--- src/rtl/strap_cfg_reader.sv ---
module strap_cfg_reader #(
  parameter int TOGGLES = 3,
  parameter int SETTLE  = 4
) (
  input  logic        clk,
  input  logic        rst_n,
  input  logic [6:0]  pad_in,
  output logic        weak_en,
  output logic        weak_val,
  output logic [6:0]  strong_low,
  output logic [1:0]  cfg_host_mode,
  output logic [1:0]  cfg_speed,
  output logic [1:0]  cfg_filter,
  output logic [15:0] cfg_ratio,
  output logic [1:0]  cfg_tdm,
  output logic [1:0]  cfg_header,
  output logic        pin_error,
  output logic        config_valid
);
  localparam int NPIN = 7;
  localparam int PHASES = 2 * TOGGLES;
  localparam int CW = (SETTLE > 1) ? $clog2(SETTLE) : 1;
  localparam int PW = (PHASES > 1) ? $clog2(PHASES) : 1;
  localparam logic [CW-1:0] S_LAST = CW'(SETTLE - 1);
  localparam logic [PW-1:0] P_LAST = PW'(PHASES - 1);

  typedef enum logic [1:0] {SCAN, DECIDE, DONE} state_t;
  state_t state;

  logic [CW-1:0] settle;
  logic [PW-1:0] phase;
  logic [NPIN-1:0] all_hi, all_lo, follows;
  logic [1:0] code [NPIN];
  logic [NPIN-1:0] bad;
  logic serial;

  assign weak_en  = (state == SCAN);
  assign weak_val = weak_en & ~phase[0];

  always_comb begin
    for (int i = 0; i < NPIN; i++) begin
      code[i] = follows[i] ? 2'd2 : (all_hi[i] ? 2'd1 : 2'd0);
      bad[i]  = ~(follows[i] | all_hi[i] | all_lo[i]);
    end
  end
  assign serial = (code[0] == 2'd1);

  function automatic logic [15:0] ratio_of(input logic [1:0] flt, input logic [1:0] hi, input logic [1:0] lo);
    int idx;
    idx = 3 * int'(hi) + int'(lo);
    case (flt)
      2'd0: ratio_of = (idx == 8) ? 16'd4096 : 16'(32 << idx);
      2'd1: case (idx)
        0: ratio_of = 16'd12;   1: ratio_of = 16'd16;  2: ratio_of = 16'd24;
        3: ratio_of = 16'd32;   4: ratio_of = 16'd64;  5: ratio_of = 16'd128;
        6: ratio_of = 16'd256;  7: ratio_of = 16'd1024;
        default: ratio_of = 16'd4096;
      endcase
      default: case (idx)
        0: ratio_of = 16'd64;    1: ratio_of = 16'd128;   2: ratio_of = 16'd320;
        3: ratio_of = 16'd640;   4: ratio_of = 16'd1280;  5: ratio_of = 16'd3200;
        6: ratio_of = 16'd6400;  7: ratio_of = 16'd12800;
        default: ratio_of = 16'd32000;
      endcase
    endcase
  endfunction

  always_ff @(posedge clk or negedge rst_n) begin
    if (!rst_n) begin
      state <= SCAN;
      settle <= '0;
      phase <= '0;
      all_hi <= '1;
      all_lo <= '1;
      follows <= '1;
      strong_low <= '0;
      cfg_host_mode <= '0;
      cfg_speed <= '0;
      cfg_filter <= '0;
      cfg_ratio <= '0;
      cfg_tdm <= '0;
      cfg_header <= '0;
      pin_error <= 1'b0;
      config_valid <= 1'b0;
    end else begin
      case (state)
        SCAN: begin
          if (settle == S_LAST) begin
            settle <= '0;
            all_hi <= all_hi & pad_in;
            all_lo <= all_lo & ~pad_in;
            follows <= follows & ~(pad_in ^ {NPIN{weak_val}});
            if (phase == P_LAST) state <= DECIDE;
            else phase <= phase + 1'b1;
          end else begin
            settle <= settle + 1'b1;
          end
        end
        DECIDE: begin
          state <= DONE;
          phase <= '0;
          config_valid <= 1'b1;
          cfg_host_mode <= code[0];
          pin_error <= ~serial & (|bad);
          if (!serial) begin
            cfg_speed <= code[1];
            cfg_filter <= code[2];
            cfg_ratio <= ratio_of(code[2], code[3], code[4]);
            cfg_tdm <= code[5];
            cfg_header <= code[6];
            strong_low <= follows;
          end
        end
        default: ;
      endcase
    end
  end
endmodule


--- config.mk ---
export PLATFORM = sky130hd
export DESIGN_NAME = strap_cfg_reader
export DESIGN_NICKNAME = d
export VERILOG_FILES = /design/src/rtl/strap_cfg_reader.sv
export SDC_FILE = /design/constraint.sdc
export NUM_CORES = 1
export LEC_CHECK = 0
export ABC_AREA = 1
export BUFFER_PORTS_ARGS = -buffer_cell sky130_fd_sc_hd__buf_2
export CORE_ASPECT_RATIO = 0.5
export CORE_MARGIN = 2
export CORE_UTILIZATION = 47
export CTS_BUF_LIST = sky130_fd_sc_hd__clkbuf_2 sky130_fd_sc_hd__clkbuf_4 sky130_fd_sc_hd__clkbuf_8
export DETAILED_ROUTE_END_ITERATION = 8
export PLACE_DENSITY = 0.66
export SYNTH_ARGS = -nofsm -noshare
export SYNTH_HDL_FRONTEND = slang
export SYNTH_SLANG_ARGS = --single-unit
--- constraint.sdc ---
create_clock -name clk -period 2.2 [get_ports clk]
set_input_delay 0.11 -clock clk [delete_from_list [all_inputs] [get_ports clk]]
set_output_delay 0.11 -clock clk [all_outputs]
set_load 0.005 [all_outputs]
**Yosys cells after proc, flatten, opt, wreduce, memory -nomap -nowiden**

Memory sizes are Yosys's and may differ from the RTL's.
Index checks and enable logic that the tools add are counted.

- $add $sub $neg: 3
- $mul: 1
- Div/mod/pow operators: 0
- Magnitude comparators: 0
- Eq/ne operators: 9
- Shift operators: 1
- Multiplexer cells: 25
- Bitwise operators: 31
- Reduce and logical (&&, ||, !) cells: 9

Operators by type and width:

| operator | count |
|---|---|
| $mux 16 | 3 |
| $pmux 16 s2 | 1 |
| $logic_not 29->1 | 1 |
| $and 7x7->7 | 3 |
| $mux 2 | 10 |
| $shl 6x5->16 const A | 1 |
| $not 7->7 | 2 |
| $or 1x1->1 | 14 |
| $not 1->1 | 9 |
| $mux 1 | 7 |
| $reduce_or 7->1 | 1 |
| $xor 7x7->7 | 1 |
| $eq 2x1->1 const B | 3 |
| $mux 3 | 2 |
| $pmux 3 s2 | 1 |
| $reduce_and 3->1 | 2 |
| $add 4x2->5 | 1 |
| $eq 5x4->1 const B | 1 |
| $logic_not 2->1 | 2 |
| $mul 2x2->4 const A | 1 |
| $ne 2x1->1 const B | 2 |
| $pmux 2 s2 | 1 |
| $reduce_and 2->1 | 2 |
| $add 3x1->3 const B | 1 |
| other kinds (6) | 7 |

- Register bits after elaboration: 63
- Bits in latches: 0
- Memory bits (writable): 0
- ROM bits: 128
- Input bits: 9
- Output and inout port bits: 37
- Memories kept: 2

Memories:

| memory | words | bits a word | read ports | clocked after memory_dff | write ports | line | RTL |
|---|---|---|---|---|---|---|---|
| (no name shown) | 8 | 8 | 1 | 0 | 0 | 53 | `2'd1: case (idx)` |
| (no name shown) | 8 | 8 | 1 | 0 | 0 | 59 | `default: case (idx)` |

**Logic depth before layout (Yosys ltp)**

Gate-level depths: netlist of run 1.

- Depth after elaboration: 7
- Gate-level depth with buffers: 12

**Worst setup path before layout of run 1**

No wires, ideal clock.

- Path type: reg-to-reg
- From: register follows[3]
- To: register cfg_ratio[4]
- Library setup time: 0.083 ns
- Arrival: 1.725 ns
- Path slack: 0.392 ns
- Cell stages (with the launch flop): 11
- Buffers on the path: 0
- Clock period less this slack: 1.808 ns
- Cells stage by stage: dfstp_2 > inv_2 > nand2_1 > ha_1 > ha_1 > inv_1 > nor2_1 > nor2_1 > inv_1 > nand3_1 > o21ai_0

- Cells in the longest elaborated chain, start to end: 6
- Elaborated cells on any way between the ends: 10
- Classes of those cells: add/sub: 1; mul: 1; eq/ne: 1; shift: 1; mux: 4; reduce/logical: 1; memory: 1

RTL lines:

| what | line | RTL |
|---|---|---|
| from (decl) | 32 | `logic [NPIN-1:0] all_hi, all_lo, follows;` |
| from (signal assigned) | 92 | `follows <= follows & ~(pad_in ^ {NPIN{weak_val}});` |
| $mux 2 * | 42 | `code[i] = follows[i] ? 2'd2 : (all_hi[i] ? 2'd1 : 2'd0);` |
| $mul 2x2->4 * | 50 | `idx = 3 * int'(hi) + int'(lo);` |
| $add 4x2->5 * | 50 |  |
| $mem_v2 8x8 (tied with other cells) | - |  |
| $mux 16, on equally long branches | 53, 52 |  |
| $pmux 16 s2 * | 51 | `case (flt)` |
| to (signal assigned) | 108 | `cfg_ratio <= ratio_of(code[2], code[3], code[4]);` |
| to (decl) | 14 | `output logic [15:0] cfg_ratio,` |

Every way passes the cells marked *; elsewhere a longest branch is shown, timed or not.
A chain may end at the register's enable or synchronous reset.

**Worst setup path in the final report of run 1**

Same ends and word-level chain as after synthesis.

==> results of run 1 <==
==> through the flow <==
step	area, sq um	setup WS (ns)
after floorplan	2685	0.3919
after global placement	2923	0.2825
after detailed placement	2923	0.2052
after CTS	3222	0.1851
after global routing	3224	0.03488
final	3224	0.2095
==> layer usage <==
metal | routed length [um] | part of all wire (%) | GRT usage, %
met1 | 2769 | 47 | 25.74
met2 | 2782 | 47 | 32.34
met3 | 305 | 5.2 | 7.545
met4 | 44 | 0.75 | 7.500
met5 | 0 | 0 | 0
==> power breakdown <==
group / leakage (nW) / internal, mW / switching, mW
clock network: 0.115 / 0.695 / 0.418
registers: 0.699 / 1.06 / 0.00327
logic: 0.895 / 0.0251 / 0.0437
total: 1.71 / 1.78 / 0.465
==> registers in the layout (all words and copies together), names as in the netlist, 2 cells and up <==
register / cells
cfg_ratio: 14
strong_low: 7
phase: 3
all_lo: 7
state: 2
cfg_host_mode: 2
all_hi: 7
follows: 7
settle: 2
==> cells in the final DEF (no fill, tap or decap), types with 2 or more instances in the layout <==
cell           instances
buf_4                  3
ha_1                   6
dfrtp_1               36
o21ai_0               10
inv_2                  4
xor2_1                 2
nor2_2                 2
inv_1                 36
clkbuf_8              11
nand4_1                3
nand2_2                2
bufinv_16              2
a22o_1                 3
clkinv_2               2
dfstp_2               21
o21ai_1                4
nand3_1               22
a31oi_1                3
a21oi_1               27
o21a_1                 3
buf_2                 43
nand2_1               61
nor2_1                33
nor2_4                 2
o31ai_1                3
dlygate4sd3_1          7
conb_1                 2
==> worst reg2reg max path, stage by stage (launching register included) <==
cell	delay, ns
dfstp_2	0.56
inv_2	0.06
nand2_1	0.08
ha_1	0.23
ha_1	0.39
inv_1	0.11
nor2_2	0.14
nor2_1	0.06
inv_1	0.06
nand3_1	0.07
o21ai_0	0.15
==> worst max-delay path by stage <==
stage / startpoint / end / slack [ns] / cells past startpoint
finish: follows[3] / cfg_ratio[4] / 0.21 / 10
global route: follows[3] / cfg_ratio[6] / 0.03 / 9
CTS: follows[3] / cfg_ratio[4] / 0.19 / 10
detailed placement: follows[3] / cfg_ratio[4] / 0.21 / 10
global placement: follows[3] / cfg_ratio[4] / 0.28 / 10
floorplan: follows[3] / cfg_ratio[4] / 0.39 / 10
==> logic make-up after synthesis <==
logic type	Yosys count
AND/OR/NAND/NOR	129
AO/OA/AOI/OAI	57
flip-flops	57
buffers and inverters	51
adder cells (fa/ha/maj)	6
XOR/XNOR	2
other	1
==> timing repair <==
| action | CTS | global route |
|---|---|---|
| setup endpoints to repair | 0 | 1 |
| gates resized for setup | 0 | 1 |
| endpoints found under the hold margin | 43 | 0 |
| buffers inserted | 0 | 0 |
| hold buffers | 7 | 0 |
==> layout make-up <==
cell class | instances | area (sq um)
multi-input combinational | 196 | 993.5
tap | 73 | 91.34
timing repair buffer | 53 | 307.8
clock buffer | 11 | 151.4
sequential | 57 | 1453
inverter | 40 | 150.1
clock inverter | 5 | 77.57
fill | 503 | 2267
==> impl_metrics.env, run 1 <==
export IMPL_outcome="finished, final reports clean"
export IMPL_ant_nets=0
export IMPL_ys_seq_area_share_pct=54.18
export IMPL_drt_pass1_iterations=4
export IMPL_clockBufferDepth=2
export IMPL_critical_path_buf_inv_count=3
export IMPL_synth_most_common_cell="nand2_1"
export IMPL_coreArea_sq_um=5492
export IMPL_worstPathMaxFanout=6
export IMPL_grt_ovfl_total=0
export IMPL_ir_worst_vdd_v=0.0002924
export IMPL_finalMaxSlewViolations=0
export IMPL_final_min_clock_period_ns=1.991
export IMPL_cp_slowest_stage_delay_ns=0.56
export IMPL_worstSkewPairLatency_ns=0.34
export IMPL_die_h_um=57.41
export IMPL_grt_max_degree=58
export IMPL_drcViolationCount=0
export IMPL_crit_type="flip-flop to flip-flop"
export IMPL_synthesis_instances=303
export IMPL_clkTransAtPathRegs_ns=0.07
export IMPL_n_antenna_cell=0
export IMPL_ff2ff_setup_slack_ns=0.21
export IMPL_finalHoldViolCount=0
export IMPL_r2r_start="follows[3]"
export IMPL_synthFlopType="dfrtp_1"
export IMPL_port_buffers=43
export IMPL_grt_setup_unrepaired="false"
export IMPL_synth_simple_gate_area_share_pct=20.77
export IMPL_syn_area_sq_um=2681
export IMPL_critPathArrivalTime_ns=2.25
export IMPL_critPathCaptureType="flip-flop"
export IMPL_clock_sinks=57
export IMPL_startpoint_type="flip-flop"
export IMPL_fin_cells=435
export IMPL_relSlewSlack_pct=52.60
export IMPL_ys_top_cells_by_count="nand2_1, dfrtp_1, inv_1"
export IMPL_start_util_pct=48.83
export IMPL_synth_compound_area_share_pct=12.46
export IMPL_hold_depth=3
export IMPL_maxCapViolCount=0
export IMPL_wl_per_cell_um=13.57
export IMPL_die_x_um=110.8
export IMPL_fin_nets=372
export IMPL_yosys_warnings=0
export IMPL_yosys_top_cells_area="dfrtp_1, dfstp_2, nand2_1"
export IMPL_min_period_over_period_pct=90.48
export IMPL_yosys_area_share_adder_pct=2.800
export IMPL_cts_tree="done"
export IMPL_grt_use_total_pct=20.24
export IMPL_dpl_hpwl_mm=3.998
export IMPL_routed_wl_mm=5.902
export IMPL_power_density_nw_per_um2=695.7
export IMPL_synth_edf_count=0
export IMPL_total_power_mw=2.243
export IMPL_synth_top_family_by_area="simple AND/OR/NAND/NOR gates"
export IMPL_synthArstFlopShare_pct=100.0
export IMPL_tns_ns=0
export IMPL_skew_ns=0.008021
export IMPL_antenna_found_initial=0
export IMPL_hold_class="primary input to flip-flop"
export IMPL_place_inst=412
export IMPL_yosys_mux_area_fraction_pct=0
export IMPL_yosys_area_share_xor_xnor_pct=0.6533
export IMPL_grt_pass1_vias=2176
export IMPL_min_to="all_hi[5]"
export IMPL_rr_worst_depth=10
export IMPL_drt_iter0_markers=112
export IMPL_vias=2195
export IMPL_setup_viol=0
export IMPL_leakagePower_nw=1.709
export IMPL_r2r_end="cfg_ratio[4]"
export IMPL_syn_avg_cell_area_sq_um=8.849
export IMPL_cts_inserted_buffers=9
export IMPL_cp_top_family="adder cells"
export IMPL_ys_seq_elements=57
export IMPL_grt_pass1_wl_mm=9.977
export IMPL_worstHoldStart="pad_in[5]"
export IMPL_area_delta_synth_final_pct=20.25
export IMPL_ioPinCount=46
export IMPL_drt_vias_per_instance=5.046
export IMPL_synth_top_cell_by_area="dfrtp_1"
export IMPL_place_gp_congestion=0.9246
export IMPL_synth_distinct_cells=32
export IMPL_cp_cell_sequence="inv_2, nand2_1, ha_1, ha_1, inv_1, nor2_2, nor2_1, inv_1, nand3_1, o21ai_0"
export IMPL_crit_path_top_delay_cell="dfstp_2"
export IMPL_hold_ws_ns=0.05293
export IMPL_rows=19
export IMPL_clock_fmax_mhz=502.4
export IMPL_drive_gt1_share_pct=26.80
export IMPL_htree_levels=3
export IMPL_tightest_slew_ns=0.7110
export IMPL_worst_ep_required_time_ns=2.46
export IMPL_fin_util_pct=58.71
export IMPL_synth_top_area_share_pct=33.60
export IMPL_dieArea_sq_um=6362
export IMPL_root_buffer="clkbuf_8"
Note: power is estimated with default switching activity, not from simulation.
==> inputs of run 2 (changes only) <==
Settings changed: CELL_PAD_IN_SITES_DETAIL_PLACEMENT from default to 0, CELL_PAD_IN_SITES_GLOBAL_PLACEMENT from default to 1, CORE_UTILIZATION 47 to 43, PLACE_DENSITY 0.66 to 0.78.
==> run 2 against run 1 <==
Clock power decreased by 15%. Cell area decreased by 0.16%. Critical endpoint is now cfg_ratio[8]. Global-route usage decreased by 1.3 points. Largest cell class unchanged. Cell count increased by 3.4%. Clock skew about the same. Maximum frequency decreased by 1.4%. Non-clock buffer count unchanged. Highest routed layer unchanged. Critical path type unchanged. Sequential share of layout area increased by 0.070 points.
==> impl_metrics.env, run 2 (synthesis results as in run 1) <==
export IMPL_min_to="all_hi[3]"
export IMPL_setup_viol=0
export IMPL_worstSkewPairLatency_ns=0.34
export IMPL_min_period_over_period_pct=91.75
export IMPL_worstPathMaxFanout=6
export IMPL_regArea_sq_um=1453
export IMPL_maxCapViolCount=0
export IMPL_drt_vias_per_instance=4.800
export IMPL_power_density_nw_per_um2=643.0
export IMPL_mostFrequentLayoutCells="nand2_1, buf_2, inv_1, dfrtp_1, nor2_1"
export IMPL_startpoint_type="flip-flop"
export IMPL_relSlewSlack_pct=55.23
export IMPL_final_min_clock_period_ns=2.019
export IMPL_grt_use_total_pct=18.91
export IMPL_layout_commonest_cell="nand2_1"
export IMPL_worstHoldStart="pad_in[3]"
export IMPL_rr_worst_depth=12
export IMPL_vias=2160
export IMPL_drt_iter0_markers=120
export IMPL_cts_tree="done"
export IMPL_root_buffer="clkbuf_8"
export IMPL_grt_pass1_wl_mm=9.715
export IMPL_clock_fmax_mhz=495.4
export IMPL_htree_levels=3
export IMPL_routed_wl_mm=5.825
export IMPL_hold_ws_ns=0.01780
export IMPL_leakagePower_nw=1.703
export IMPL_hold_class="primary input to flip-flop"
export IMPL_placed_cell_area_sq_um=2962
export IMPL_critPathCaptureType="flip-flop"
export IMPL_multi_input_area_sq_um=993.5
export IMPL_fin_nets=372
export IMPL_clock_power_share_pct=45.3
export IMPL_top_register="cfg_ratio"
export IMPL_place_gp_congestion=0.8642
export IMPL_skew_ns=0.008404
export IMPL_p_seq_share_pct=51.3
export IMPL_tns_ns=0
export IMPL_cts_setup_buffers=0
export IMPL_met3_usage_pct=5.274
export IMPL_ioPinCount=46
export IMPL_die_h_um=59.84
export IMPL_power_switching_mw=0.4325
export IMPL_p_int_mw=1.638
export IMPL_r2r_end="cfg_ratio[8]"
export IMPL_clockBufferDepth=2
export IMPL_worst_ep_required_time_ns=2.47
export IMPL_wl_per_cell_um=12.94
export IMPL_total_power_mw=2.070
export IMPL_clock_sinks=57
export IMPL_tightest_slew_ns=0.6716
export IMPL_drcViolationCount=0
export IMPL_busiest_layer="met2"
export IMPL_dpl_hpwl_mm=4.159
export IMPL_cts_inserted_buffers=9
export IMPL_dieArea_sq_um=6921
export IMPL_grt_max_degree=30
export IMPL_antenna_found_initial=0
export IMPL_port_buffers=43
export IMPL_coreArea_sq_um=6056
export IMPL_critPathArrivalTime_ns=2.29
export IMPL_finalHoldViolCount=0
export IMPL_area_delta_synth_final_pct=20.07
export IMPL_pwr_share_comb_pct=3.4
export IMPL_design_area_sq_um=3219
export IMPL_r2r_start="follows[3]"
export IMPL_use_met2_pct=29.99
export IMPL_finalMaxSlewViolations=0
export IMPL_crit_type="flip-flop to flip-flop"
export IMPL_switching_share_pct=20.89
export IMPL_grt_setup_unrepaired="false"
export IMPL_drive_gt1_share_pct=27.07
export IMPL_hold_depth=3
export IMPL_die_x_um=115.7
export IMPL_clkTransAtPathRegs_ns=0.06
export IMPL_ant_nets=0
export IMPL_start_util_pct=44.28
export IMPL_num_fill_cells=600
export IMPL_grt_ovfl_total=0
export IMPL_grt_met1_usage_pct=25.36
export IMPL_ir_worst_vdd_v=0.0004480
export IMPL_rows=20
export IMPL_drt_pass1_iterations=4
export IMPL_fin_util_pct=53.16
export IMPL_outcome="finished, final reports clean"
export IMPL_ff2ff_setup_slack_ns=0.18
export IMPL_grt_pass1_vias=2041
export IMPL_largest_register_ffs=14
export IMPL_n_antenna_cell=0
[run 2: power by group through the flow]
stage          Combinational [mW]  Clock, mW  Sequential [mW]
3_3_place_gp               0.0633          0             1.08
5_1_grt                    0.0810       1.01             1.06
4_1_cts                    0.0719      0.961             1.06
6_report                   0.0700      0.938             1.06
3_5_place_dp               0.0637          0             1.08
2_1_floorplan              0.0226          0             1.08
[run 2: final cells by class]
| type | instances | share of cell area, % |
|---|---|---|
| flip-flops and latches | 57 | 45.12 |
| multi-input cells | 196 | 30.86 |
| repair buffers | 53 | 9.872 |
| clock buffers | 16 | 6.063 |
| inverters | 40 | 4.664 |
| well taps | 88 | 3.420 |
[run 2: per-layer routing]
layer	wire length [um]	share of wire [%]
met5	0	0
met4	80	1.4
met3	241	4.1
met2	2603	45
met1	2900	50
[run 2: per-stage QoR]
step | cells | setup WS (ns)
2_1_floorplan | 304 | 0.3919
3_3_place_gp | 428 | 0.2599
3_5_place_dp | 428 | 0.2111
4_1_cts | 450 | 0.1901
5_1_grt | 450 | 0.008302
6_report | 450 | 0.1814
[run 2: worst max-delay path by stage]
stage / from / end / slack [ns]
global route: follows[3] / cfg_ratio[4] / 0.008
global placement: follows[3] / cfg_ratio[4] / 0.26
CTS: follows[3] / cfg_ratio[8] / 0.19
floorplan: follows[3] / cfg_ratio[4] / 0.39
detailed placement: follows[3] / cfg_ratio[8] / 0.21
finish: follows[3] / cfg_ratio[8] / 0.18
[run 2: timing repair]
item,4_1_cts,5_1_grt
endpoints found under the setup margin,0,1
gates resized for setup,0,1
hold endpoints to repair,30,0
hold buffers,6,0
[run 2: critical path, cell delays in order, from the launching register on]
cell	delay [ns]
dfstp_2	0.56
inv_2	0.07
nand2_1	0.08
ha_1	0.23
ha_1	0.39
nand2_1	0.09
inv_1	0.06
nand2_1	0.06
inv_1	0.12
nand3_1	0.09
nand2_1	0.09
nand2_1	0.05
nand3_1	0.07
==> inputs of run 3 (changes only) <==
Settings changed: BUFFER_PORTS_ARGS -buffer_cell sky130_fd_sc_hd__buf_2 to -buffer_cell sky130_fd_sc_hd__buf_4, GPL_TIMING_DRIVEN from default to 0, HOLD_SLACK_MARGIN from default to 0.1.
==> run 3 against run 2 <==
Critical path depth stayed put. Die area stayed put. Highest routed layer unchanged. Sequential share of layout area decreased by 2.2 points. Cell count up 2.0%. Sequential power about the same. Register-to-register slack improved by 0.02 ns. Setup slack better by 0.015 ns. Largest power group unchanged.
==> impl_metrics.env, run 3 (synthesis results as in run 1) <==
export IMPL_tightest_slew_ns=0.7172
export IMPL_grt_setup_unrepaired="false"
export IMPL_rows=20
export IMPL_grt_pass1_vias=2185
export IMPL_dpl_hpwl_mm=4.446
export IMPL_fin_nets=381
export IMPL_outcome="finished, final reports clean"
export IMPL_worstSkewPairLatency_ns=0.35
export IMPL_drive_gt1_share_pct=28.57
export IMPL_drcViolationCount=0
export IMPL_die_h_um=59.84
export IMPL_die_x_um=115.7
export IMPL_grt_use_total_pct=20.90
export IMPL_cts_inserted_buffers=9
export IMPL_grt_ovfl_total=0
export IMPL_wl_per_cell_um=13.93
export IMPL_startpoint_type="flip-flop"
export IMPL_ant_nets=0
export IMPL_ff2ff_setup_slack_ns=0.20
export IMPL_switching_share_pct=24.58
export IMPL_ir_worst_vdd_v=0.0004016
export IMPL_clockBufferDepth=2
export IMPL_top_register="cfg_ratio"
export IMPL_clock_sinks=57
export IMPL_leakagePower_nw=1.728
export IMPL_coreArea_sq_um=6056
export IMPL_drt_pass1_iterations=6
export IMPL_routed_wl_mm=6.393
export IMPL_p_seq_share_pct=52.3
export IMPL_drt_iter0_markers=64
export IMPL_mostFrequentLayoutCells="nand2_1, buf_4, inv_1, dfrtp_1, nor2_1"
export IMPL_maxCapViolCount=0
export IMPL_worstPathMaxFanout=6
export IMPL_setup_viol=0
export IMPL_htree_levels=3
export IMPL_layout_commonest_cell="nand2_1"
export IMPL_grt_pass1_wl_mm=10.71
export IMPL_root_buffer="clkbuf_8"
export IMPL_num_fill_cells=594
export IMPL_relSlewSlack_pct=52.19
export IMPL_cts_setup_buffers=0
export IMPL_worst_ep_required_time_ns=2.49
export IMPL_clkTransAtPathRegs_ns=0.07
export IMPL_clock_power_share_pct=43.7
export IMPL_vias=2242
export IMPL_fin_cells=459
export IMPL_power_switching_mw=0.4984
export IMPL_n_antenna_cell=0
export IMPL_area_delta_synth_final_pct=26.23
export IMPL_critPathCaptureType="flip-flop"
export IMPL_clock_fmax_mhz=499.1
export IMPL_power_density_nw_per_um2=599.1
export IMPL_tns_ns=0
export IMPL_drt_vias_per_instance=4.885
export IMPL_final_min_clock_period_ns=2.003
export IMPL_hold_class="primary input to asynchronous set/reset pin"
export IMPL_place_gp_congestion=0.8373
export IMPL_finalHoldViolCount=0
export IMPL_place_inst=435
export IMPL_skew_ns=0.009330
export IMPL_crit_type="flip-flop to flip-flop"
export IMPL_ioPinCount=46
export IMPL_largest_register_ffs=14
export IMPL_grt_max_degree=58
export IMPL_antenna_found_initial=0
export IMPL_port_buffers=43
export IMPL_finalMaxSlewViolations=0
export IMPL_min_period_over_period_pct=91.07
export IMPL_critPathArrivalTime_ns=2.29
export IMPL_cts_tree="done"
export IMPL_dieArea_sq_um=6921
export IMPL_p_int_mw=1.529
export IMPL_pwr_share_comb_pct=3.9
export IMPL_start_util_pct=44.28
[run 3: cell count changes in the layout (fill, tap and decap cells not counted), moves of 2 or more]
cell	delta
clkbuf_8	-2
clkinvlp_4	+4
buf_6	+3
buf_2	-42
buf_4	+47
clkbuf_4	-4
dlygate4sd3_1	+2
[run 3: area by class of cell]
cell class	instances	area, sq um	share of cell area, %
Buffer	11	91.34	2.699
Clock buffer	10	137.6	4.067
Clock inverter	6	43.79	1.294
Inverter	40	150.1	4.436
Multi-Input combinational cell	196	996.0	29.43
Sequential cell	57	1453	42.92
Tap cell	88	110.1	3.253
Timing Repair Buffer	51	402.9	11.90
[run 3: layer usage]
layer,share of wire (%),global-route usage [%]
met5,0,0
met4,1.3,6.803
met2,47,33.75
met3,4.9,6.795
met1,47,27.11
[run 3: what timing repair did]
action,in CTS,in global routing
resized for setup,0,3
hold endpoints to repair,57,0
hold buffers,8,0
setup endpoints to repair,0,2
[run 3: final timing paths]
check / to / startpoint / depth (start not counted)
hold reg to reg: all_lo[4] / all_lo[4] / 2
max in group asynchronous: strong_low[3] / rst_n / 2
setup / recovery: cfg_ratio[8] / follows[3] / 12
hold / removal: strong_low[5] / rst_n / 2
setup reg to reg: cfg_ratio[8] / follows[3] / 12
min in group clk: all_lo[1] / pad_in[1] / 3
[run 3: critical path: stages, from the launching register on]
cell and delay, ns:
dfstp_2 0.56, inv_2 0.07, nand2_1 0.09, ha_1 0.24, ha_2 0.39, nand2_1 0.08, inv_1 0.06, nand2_1 0.06
inv_1 0.11, nand3_1 0.08, nand2_1 0.09, nand2_1 0.05, nand3_1 0.06
[run 3: power by group through the flow]
stage / Sequential, mW / Combinational (mW) / Clock [mW]
after floorplan: 1.08 / 0.0226 / 0
after global placement: 1.08 / 0.0683 / 0
after detailed placement: 1.08 / 0.0691 / 0
after CTS: 1.06 / 0.0805 / 0.904
after global routing: 1.06 / 0.0905 / 0.951
final: 1.06 / 0.0794 / 0.887
[run 3: through the flow]
step                hold slack (ns)  worst slack, ns  instance area (sq um)  power (mW)  utilization, %
detailed placement           0.2101          0.09857                   3118       1.149           51.49
floorplan                   -0.1856           0.3919                   2685       1.102               -
finish                       0.3499           0.1965                   3385       2.028           55.89
CTS                          0.3727          0.07356                   3379       2.046           55.81
global route                 0.4162          0.02168                   3385       2.103           55.89
global placement             0.2045          0.09748                   3118       1.147           51.49
